===== src/rtl/rtcs_pkg.sv =====
`timescale 1ns/1ps
package rtcs_pkg;

    localparam int unsigned BYTE_W  = 8;
    localparam int unsigned NUM_ALM = 2;
    localparam int unsigned RSV_W   = BYTE_W - NUM_ALM - 4;

    localparam logic [BYTE_W-1:0] CODE_LOCK    = 8'h00;
    localparam logic [BYTE_W-1:0] CODE_ARM     = 8'h02;
    localparam logic [BYTE_W-1:0] CODE_ARM_REG = 8'h06;

    typedef enum logic [1:0] {
        CMD_NONE,
        CMD_LOCK,
        CMD_ARM,
        CMD_ARM_REG
    } wcmd_e;

    typedef struct packed {
        logic wel;
        logic rwel;
    } latch_t;

    typedef struct packed {
        logic               bak;
        logic [NUM_ALM-1:0] alm;
        logic [RSV_W-1:0]   rsvd;
        logic               rwel;
        logic               wel;
        logic               fail;
    } stat_t;

    function automatic wcmd_e decode_wr(input logic [BYTE_W-1:0] b);
        wcmd_e c;
        if (b == CODE_LOCK)         c = CMD_LOCK;
        else if (b == CODE_ARM)     c = CMD_ARM;
        else if (b == CODE_ARM_REG) c = CMD_ARM_REG;
        else                        c = CMD_NONE;
        return c;
    endfunction

    function automatic logic [BYTE_W-1:0] pack_stat(input stat_t s);
        stat_t t;
        t      = s;
        t.rsvd = '0;
        return t;
    endfunction

endpackage


===== src/rtl/rtcs_alarm_bit.sv =====
`timescale 1ns/1ps
module rtcs_alarm_bit (
    input  logic clk,
    input  logic rst,
    input  logic hit,
    input  logic rd_start,
    input  logic rd_done,
    output logic flag
);
    logic flag_q;
    logic snap_q;
    logic clr_mask;

    // A read that starts and ends in one cycle uses the live value.
    assign clr_mask = rd_start ? flag_q : snap_q;

    always_ff @(posedge clk) begin
        if (rst) begin
            flag_q <= 1'b0;
            snap_q <= 1'b0;
        end else if (rd_done) begin
            flag_q <= (flag_q & ~clr_mask) | hit;
            snap_q <= 1'b0;
        end else begin
            flag_q <= flag_q | hit;
            if (rd_start) snap_q <= flag_q;
        end
    end

    assign flag = flag_q;
endmodule


===== src/rtl/rtcs_wr_latch.sv =====
`timescale 1ns/1ps
module rtcs_wr_latch
    import rtcs_pkg::*;
(
    input  logic              clk,
    input  logic              rst,
    input  logic              wr_stb,
    input  logic [BYTE_W-1:0] wr_data,
    input  logic              ctl_wr_done,
    output latch_t            lat
);
    wcmd_e  cmd;
    latch_t lat_q;
    latch_t lat_d;

    assign cmd = wr_stb ? decode_wr(wr_data) : CMD_NONE;

    always_comb begin
        lat_d = lat_q;
        case (cmd)
            CMD_LOCK: begin
                lat_d.wel  = 1'b0;
                lat_d.rwel = 1'b0;
            end
            CMD_ARM:     lat_d.wel = 1'b1;
            CMD_ARM_REG: if (lat_q.wel) lat_d.rwel = 1'b1;
            default:     ;
        endcase
        if (ctl_wr_done) lat_d.rwel = 1'b0;
    end

    always_ff @(posedge clk) begin
        if (rst) lat_q <= '0;
        else     lat_q <= lat_d;
    end

    assign lat = lat_q;
endmodule


===== src/rtl/rtcs_fail_flag.sv =====
`timescale 1ns/1ps
module rtcs_fail_flag (
    input  logic clk,
    input  logic rst,
    input  logic time_wr,
    input  logic permit,
    output logic fail
);
    logic fail_q;

    always_ff @(posedge clk) begin
        if (rst)                    fail_q <= 1'b1;
        else if (time_wr && permit) fail_q <= 1'b0;
    end

    assign fail = fail_q;
endmodule


===== src/rtl/rtcs_top.sv =====
`timescale 1ns/1ps
module rtcs_top
    import rtcs_pkg::*;
(
    input  logic               clk,
    input  logic               rst,
    input  logic               wr_stb,
    input  logic [BYTE_W-1:0]  wr_data,
    input  logic               rd_start,
    input  logic               rd_done,
    input  logic [NUM_ALM-1:0] alarm_hit,
    input  logic               on_backup,
    input  logic               time_wr,
    input  logic               ctl_wr_done,
    output logic [BYTE_W-1:0]  rd_data,
    output logic               arr_wr_ok,
    output logic               ctl_wr_ok
);
    logic               bak_q;
    logic [NUM_ALM-1:0] alm_flags;
    logic               fail_flag;
    latch_t             lat;
    stat_t              stat;

    always_ff @(posedge clk) begin
        if (rst) bak_q <= 1'b0;
        else     bak_q <= on_backup;
    end

    for (genvar i = 0; i < NUM_ALM; i++) begin : g_alm
        rtcs_alarm_bit u_alm (
            .clk      (clk),
            .rst      (rst),
            .hit      (alarm_hit[i]),
            .rd_start (rd_start),
            .rd_done  (rd_done),
            .flag     (alm_flags[i])
        );
    end

    rtcs_wr_latch u_lat (
        .clk         (clk),
        .rst         (rst),
        .wr_stb      (wr_stb),
        .wr_data     (wr_data),
        .ctl_wr_done (ctl_wr_done),
        .lat         (lat)
    );

    rtcs_fail_flag u_fail (
        .clk     (clk),
        .rst     (rst),
        .time_wr (time_wr),
        .permit  (ctl_wr_ok),
        .fail    (fail_flag)
    );

    always_comb begin
        stat      = '0;
        stat.bak  = bak_q;
        stat.alm  = alm_flags;
        stat.rwel = lat.rwel;
        stat.wel  = lat.wel;
        stat.fail = fail_flag;
    end

    assign rd_data   = pack_stat(stat);
    assign arr_wr_ok = lat.wel;
    assign ctl_wr_ok = lat.wel & lat.rwel;
endmodule


===== config.mk =====
export PLATFORM = sky130hd
export DESIGN_NAME = rtcs_top
export DESIGN_NICKNAME = d
export VERILOG_FILES = /design/src/rtl/rtcs_pkg.sv /design/src/rtl/rtcs_alarm_bit.sv /design/src/rtl/rtcs_wr_latch.sv /design/src/rtl/rtcs_fail_flag.sv /design/src/rtl/rtcs_top.sv
export SDC_FILE = /design/constraint.sdc
export NUM_CORES = 1
export LEC_CHECK = 0
export BUFFER_PORTS_ARGS = -buffer_cell sky130_fd_sc_hd__buf_2
export CORE_AREA = 2 2 39 41
export DETAILED_ROUTE_END_ITERATION = 8
export DIE_AREA = 0 0 41 43
export PLACE_DENSITY = 0.63
export SYNTH_ARGS = -nofsm -noshare
export SYNTH_HDL_FRONTEND = slang
export SYNTH_HIERARCHICAL = 1
export SYNTH_SLANG_ARGS = --single-unit

===== constraint.sdc =====
create_clock -name clk -period 1.1 [get_ports clk]
set_input_delay 0.22 -clock clk [delete_from_list [all_inputs] [get_ports clk]]
set_output_delay 0.22 -clock clk [all_outputs]
set_load 0.03 [all_outputs]

==> metrics, run 1 <==
initial core utilization 29.1%; core box area 1380 sq um; Clock Tree Buf Depth 2; worst-case reg-to-reg path depth 3; unrepaired setup endpoints after global routing true; Synth top area share 39.8%; Pwr Total 0.626 mW; fin util 40.7%; fin worst setup slack 0.0283 ns; Clk Latency, worst-skew pair 0.24 ns; via-per-instance ratio 4.54; Worst Setup Start Kind flop; Final min period 1.07 ns; Clock Skews 0.000733 ns; ANT cells 0; die height 43 microns; most numerous cell in the Yosys netlist dfxtp_1; Main synth FF type dfxtp_1; FMAX 0.933 GHz; CTS sink cnt 8; worst hold start on_backup; setup TNS 0 ns; WP data arrival 0.85 ns; status finished, final reports clean; Synth area leaders dfxtp_1 (40%), buf_4 (9.3%), nor3b_2 (6.2%), mux2i_1 (5.0%), a311oi_1 (4.3%); clk slew on worst S/H paths 0.05 ns; crit end category output pin; wire per inst 9.69 microns; Sw Share 24.8%; first-pass GRT wire length 1230 microns; Max H-tree Level 1; Synth area leader dfxtp_1; drt first pass iters 2; pin count of the biggest net entering global routing 8; FFs w/ async S/R, synth 0%; routability congestion estimate 0.621; DRT Wirelength 814 microns; final std cells w/o fill 84; YS warnings 6; final-report setup violation count 0; LEAKAGE 0.281 nW; Synth Register Bits 8; CTS tree done; Pint 0.471 mW; Synth Cell Area 403 sq um; Mapped Cells 42; vias 381; All-Layer GR Usage 10.5%; Hold Crit Class in -> reg; Hold Path End bak_q; r2r startpoint u_lat/lat[1]; share of post-route cells with drive strength above 1 55.9%; WHS Path Cells 2; dpl cells 80; Placed Instance Area 526 sq um; Hold Worst Slack 0.187 ns; max-cap violation count 0; clock power share 34.0%; final net count 88; worst vdd ir 563 uV; Seq pwr share 48.7%; I/O pin count 28; Syn-to-layout area delta 39.8%; grt total ovfl 0; post-synthesis sequential area ratio 39.8%; FF-to-FF setup slack 0.20 ns; detailed placement HPWL 670 microns; pwr dens 1110 nW/um^2; Post-DRT Antenna Nets 0; final hold vios 0; Max FO, Critical Path 4; die width 41 microns; Post-synth EDFFs 0; syn_area_per_cell 9.59 sq um; share of power burned in combinational logic 17.3%; Tcrit/Tclk final 97.4%; Setup WS pre-CTS 0.108 ns; Remaining DRCs 0; Yosys cell types 22; input/output buffers 25; CP required 0.88 ns; reg2reg end u_lat/lat[0]; Die Area 1760 sq um; clk root buf clkbuf_4; DR iter-0 viols 1; Post-synth top cells dfxtp_1 (8), buf_4 (5), nor2_1 (4); antenna violations before repair 0; max-slew violation count 0; # rows 14; number of global-route vias before repair 324; design area 563 sq um; CP Class reg -> out; P_sw 0.155 mW; cts bufs inserted 3
==> layout by cell type, fill, tap and decap left out, drive strengths merged, types with 2 or more instances in the layout <==
master / count
buf: 27
dfxtp: 8
nor2: 5
clkbuf: 3
nor3: 3
conb: 2
mux2i: 2
inv: 2
or2: 2
a311oi: 2
nor3b: 2
nor2b: 2
==> worst max-delay path: stages, from the launching register on <==
cell	delay [ns]
dfxtp_2	0.34
and2_4	0.15
buf_6	0.12
==> area by class of cell <==
type | instances | area [sq um]
Fill cell | 150 | 821
Inverter | 2 | 7.51
Tap cell | 16 | 20.0
Timing Repair Buffer | 27 | 146
Sequential cell | 8 | 163
Clock buffer | 3 | 22.5
Multi-Input combinational cell | 28 | 204
==> registers in the layout (all words and copies together), names as in the netlist <==
name	count
bak_q	1
g_alm.u_alm/flag	2
g_alm.u_alm/snap_q	2
u_fail/fail	1
u_lat/lat	2
==> cells by family (layout without fill, tap and decap cells) <==
| kind of cell | Yosys count | after routing | synth area share, % |
|---|---|---|---|
| DFF | 8 | 8 | 39.8 |
| and+or+nand+nor | 19 | 19 | 32.3 |
| muxes | 2 | 2 | 4.97 |
| other | 1 | 2 | 0.931 |
| AOI/OAI and AO/OA | 5 | 5 | 10.9 |
| buffers and inverters | 7 | 32 | 11.2 |
==> power groups by stage <==
stage | clock network [mW] | logic (mW) | registers (mW)
global route | 0.237 | 0.118 | 0.306
global placement | 0 | 0.106 | 0.311
floorplan | 0 | 0.0493 | 0.322
CTS | 0.226 | 0.109 | 0.305
finish | 0.213 | 0.108 | 0.305
detailed placement | 0 | 0.109 | 0.311
==> per-layer routing <==
layer  up-vias  GRT usage (%)  part of all wire, %
li1        196              -                    -
met1       167           11.8                   41
met2        18           15.0                   46
met3         0           7.33                   12
met4         0           4.00                    0
met5         -              0                    0
==> worst max path at each step <==
| stage | slack, ns | end | startpoint |
|---|---|---|---|
| after global routing | -0.01 | ctl_wr_ok | u_lat/lat[1] |
| after CTS | 0.01 | ctl_wr_ok | u_lat/lat[0] |
| after detailed placement | 0.11 | u_lat/lat[0] | wr_data[7] |
| after global placement | 0.12 | u_lat/lat[0] | wr_data[3] |
| final | 0.03 | ctl_wr_ok | u_lat/lat[1] |
| after floorplan | 0.005 | u_fail/fail | u_lat/lat[0] |
==> repair_timing <==
action | 4_1_cts | 5_1_grt
gates resized for setup | 2 | 1
setup buffers | 1 | 0
cloned | 0 | 0
endpoints found under the setup margin | 1 | 1
hold buffers | 0 | 0
pin swaps | 0 | 1
No activity file was read; power rests on OpenSTA's default activity.
==> run 2: changes to the inputs <==
- CORE_AREA: 2 2 39 41 -> 10 10 47 49
- DIE_AREA: 0 0 41 43 -> 0 0 57 59
- PLACE_DENSITY: 0.63 -> 0.62
- SLEW_MARGIN: unset -> 20
- SYNTH_HIERARCHICAL: 1 -> unset
==> run 2 against run 1 <==
Sequential share of layout area rose by 1.3 points. Non-clock buffer count unchanged. Power barely moved. Sequential power about the same. Flip-flop and latch count unchanged. Critical path depth is the same. Die area up 91%. Synthesized cell count is 4.8% higher. Global-route usage down 3.8 points. First-iteration DRC count increased by 100%. Hold slack got worse by 0.018 ns. Critical endpoint unchanged. Largest power group unchanged.
==> metrics, run 2 <==
top sig layer met4; unrepaired setup endpoints after global routing true; input/output buffers 25 (unchanged); Pwr Total 0.626 mW (about the same); post-synthesis sequential area ratio 41.0% (+1.3 points); grt total ovfl 0 (unchanged); Synth area leader dfxtp_1; Die Area 3360 sq um (+91%); syn_area_per_cell 8.87 sq um (-7.5%); wire per inst 12.5 microns (+29%); most common cell after layout, fill and taps aside buf_2; WP data arrival 0.88 ns (+0.03 ns); CP required 0.88 ns (about the same); vias 389 (+2.1%); Worst Setup Start Kind flop; CTS sink cnt 8 (unchanged); Final min period 1.10 ns (+0.0263 ns); drt first pass iters 2 (unchanged); setup TNS 0 ns (unchanged); Clk Latency, worst-skew pair 0.25 ns (about the same); routability congestion estimate 0.643 (+3.6%); share of post-route cells with drive strength above 1 52.2% (-3.6 points); Synth Register Bits 8 (unchanged); ANT cells 0 (unchanged); Syn-to-layout area delta 37.8%; DRT Wirelength 1040 microns (+27%); DR iter-0 viols 2 (+1); FFs w/ async S/R, synth 0% (unchanged); Max H-tree Level 1 (unchanged); Cell Chain, Critical Path and2_4, buf_6; Worst path slowest cell dfxtp_2; Post-DRT Antenna Nets 0 (unchanged); met3 routed WL 156 microns (+54%); final-report setup violation count 0 (unchanged); first-pass GRT wire length 1710 microns (+39%); Clock Skews 0.000103 ns (-0.000630 ns); Clock Tree Buf Depth 2 (unchanged); clk root buf clkbuf_4; core box area 1400 sq um (+1.3%); most frequent cells in the layout buf_2 (23), dfxtp_1 (6), a21oi_1 (3), nor2_1 (3), clkbuf_4 (3); Synth Cell Area 390 sq um (-3.1%); max-cap violation count 0 (unchanged); dpl cells 79 (-1.3%); most numerous cell in the Yosys netlist dfxtp_1; met1 wire length 386 microns (+15%); crit end category output pin; Main synth FF type dfxtp_1; Yosys cell types 22 (unchanged); All-Layer GR Usage 6.72% (-3.8 points); die width 57 microns (+39%); die height 59 microns (+37%); clk slew on worst S/H paths 0.06 ns (about the same); slowest stage delay, CP 0.35 ns (about the same); I/O pin count 28 (unchanged); status finished, final reports clean; pin count of the biggest net entering global routing 9 (+1); Mapped Cells 44 (+4.8%); pwr dens 1160 nW/um^2 (+4.6%); Remaining DRCs 0 (unchanged); Synth area leaders dfxtp_1 (41%), buf_4 (13%), mux2i_1 (5.1%), a21oi_1 (3.8%), nor2_1 (2.9%); Post-synth EDFFs 0 (unchanged); via-per-instance ratio 4.69 (+3.3%); Tcrit/Tclk final 99.8% (+2.4 points); Hold Worst Slack 0.169 ns (-0.0179 ns); Synth top area share 41.0% (+1.3 points); Hold Crit Class in -> reg; worst vdd ir 360 uV (-36%); fin util 38.4% (-2.3 points); antenna violations before repair 0 (unchanged); number of global-route vias before repair 425 (+31%); final net count 87 (-1.1%); FMAX 0.911 GHz (-2.4%); max-slew violation count 0 (unchanged); Post-synth top cells dfxtp_1 (8), buf_4 (7), a21oi_1 (3), nor2_1 (3); initial core utilization 27.9% (-1.3 points); final std cells w/o fill 83 (-1.2%); CTS tree done; Crit path max-delay family flip-flops; hold-fix buffers at CTS 0 (unchanged); cts bufs inserted 3 (unchanged); YS warnings 0 (-6); met2 wire length 462 microns (+23%); # rows 14 (unchanged); LEAKAGE 0.254 nW (-9.6%); Max FO, Critical Path 5 (+1); CP Class reg -> out; final hold vios 0 (unchanged); WP buf/inv 1 (unchanged)
[run 2: logic make-up after synthesis]
kind of cell	count (synthesis)	share of synthesized area (%)
AO/OA/AOI/OAI	8	10.9
flip-flops	8	41.0
multiplexers	2	5.13
other	1	0.961
AND/OR/NAND/NOR	17	27.6
buffers and inverters	8	14.4
[run 2: final timing paths]
| kind | cells past startpoint | startpoint | slack (ns) | to |
|---|---|---|---|---|
| worst max-delay path | 2 | u_lat.lat[1] | 0.002 | ctl_wr_ok |
| worst min-delay path | 2 | on_backup | 0.17 | bak_q |
| worst min register to register | 1 | u_fail.fail | 0.47 | u_fail.fail |
| worst max register to register | 3 | u_lat.lat[1] | 0.28 | u_fail.fail |
[run 2: per-stage QoR]
stage	setup WS [ns]	cell area, sq um
after global placement	-0.122	494
final	0.00208	538
after global routing	-0.0372	538
after CTS	-0.0125	534
after floorplan	0.0170	398
after detailed placement	-0.131	494
[run 2: what timing repair did]
action,CTS,global route
setup buffers,1,0
resized for setup,4,1
endpoints found under the hold margin,0,0
endpoints found under the setup margin,1,2
[run 2: worst register-to-register path: stages (launching register included)]
cell and delay [ns]:
dfxtp_2 0.35, and2_4 0.15, nand2_1 0.05, a21o_1 0.16
[run 2: power breakdown]
part / switching (mW) / internal (mW) / total, mW
combinational: 0.0549 / 0.0410 / 0.0959
sequential: 0.00452 / 0.299 / 0.304
clock: 0.101 / 0.125 / 0.226
total: 0.161 / 0.465 / 0.626
[run 2: area by class of cell]
type | count | area, sq um
multi-input cells | 29 | 180
flip-flops and latches | 8 | 163
clock buffers | 3 | 22.5
fillers | 156 | 863
repair buffers | 27 | 153
well taps | 16 | 20.0
[run 2: per-layer routing]
metal,vias to the layer above,global-route usage (%)
met4,0,6.04
li1,196,-
met3,4,6.01
met1,169,5.64
met2,20,9.61
met5,-,0
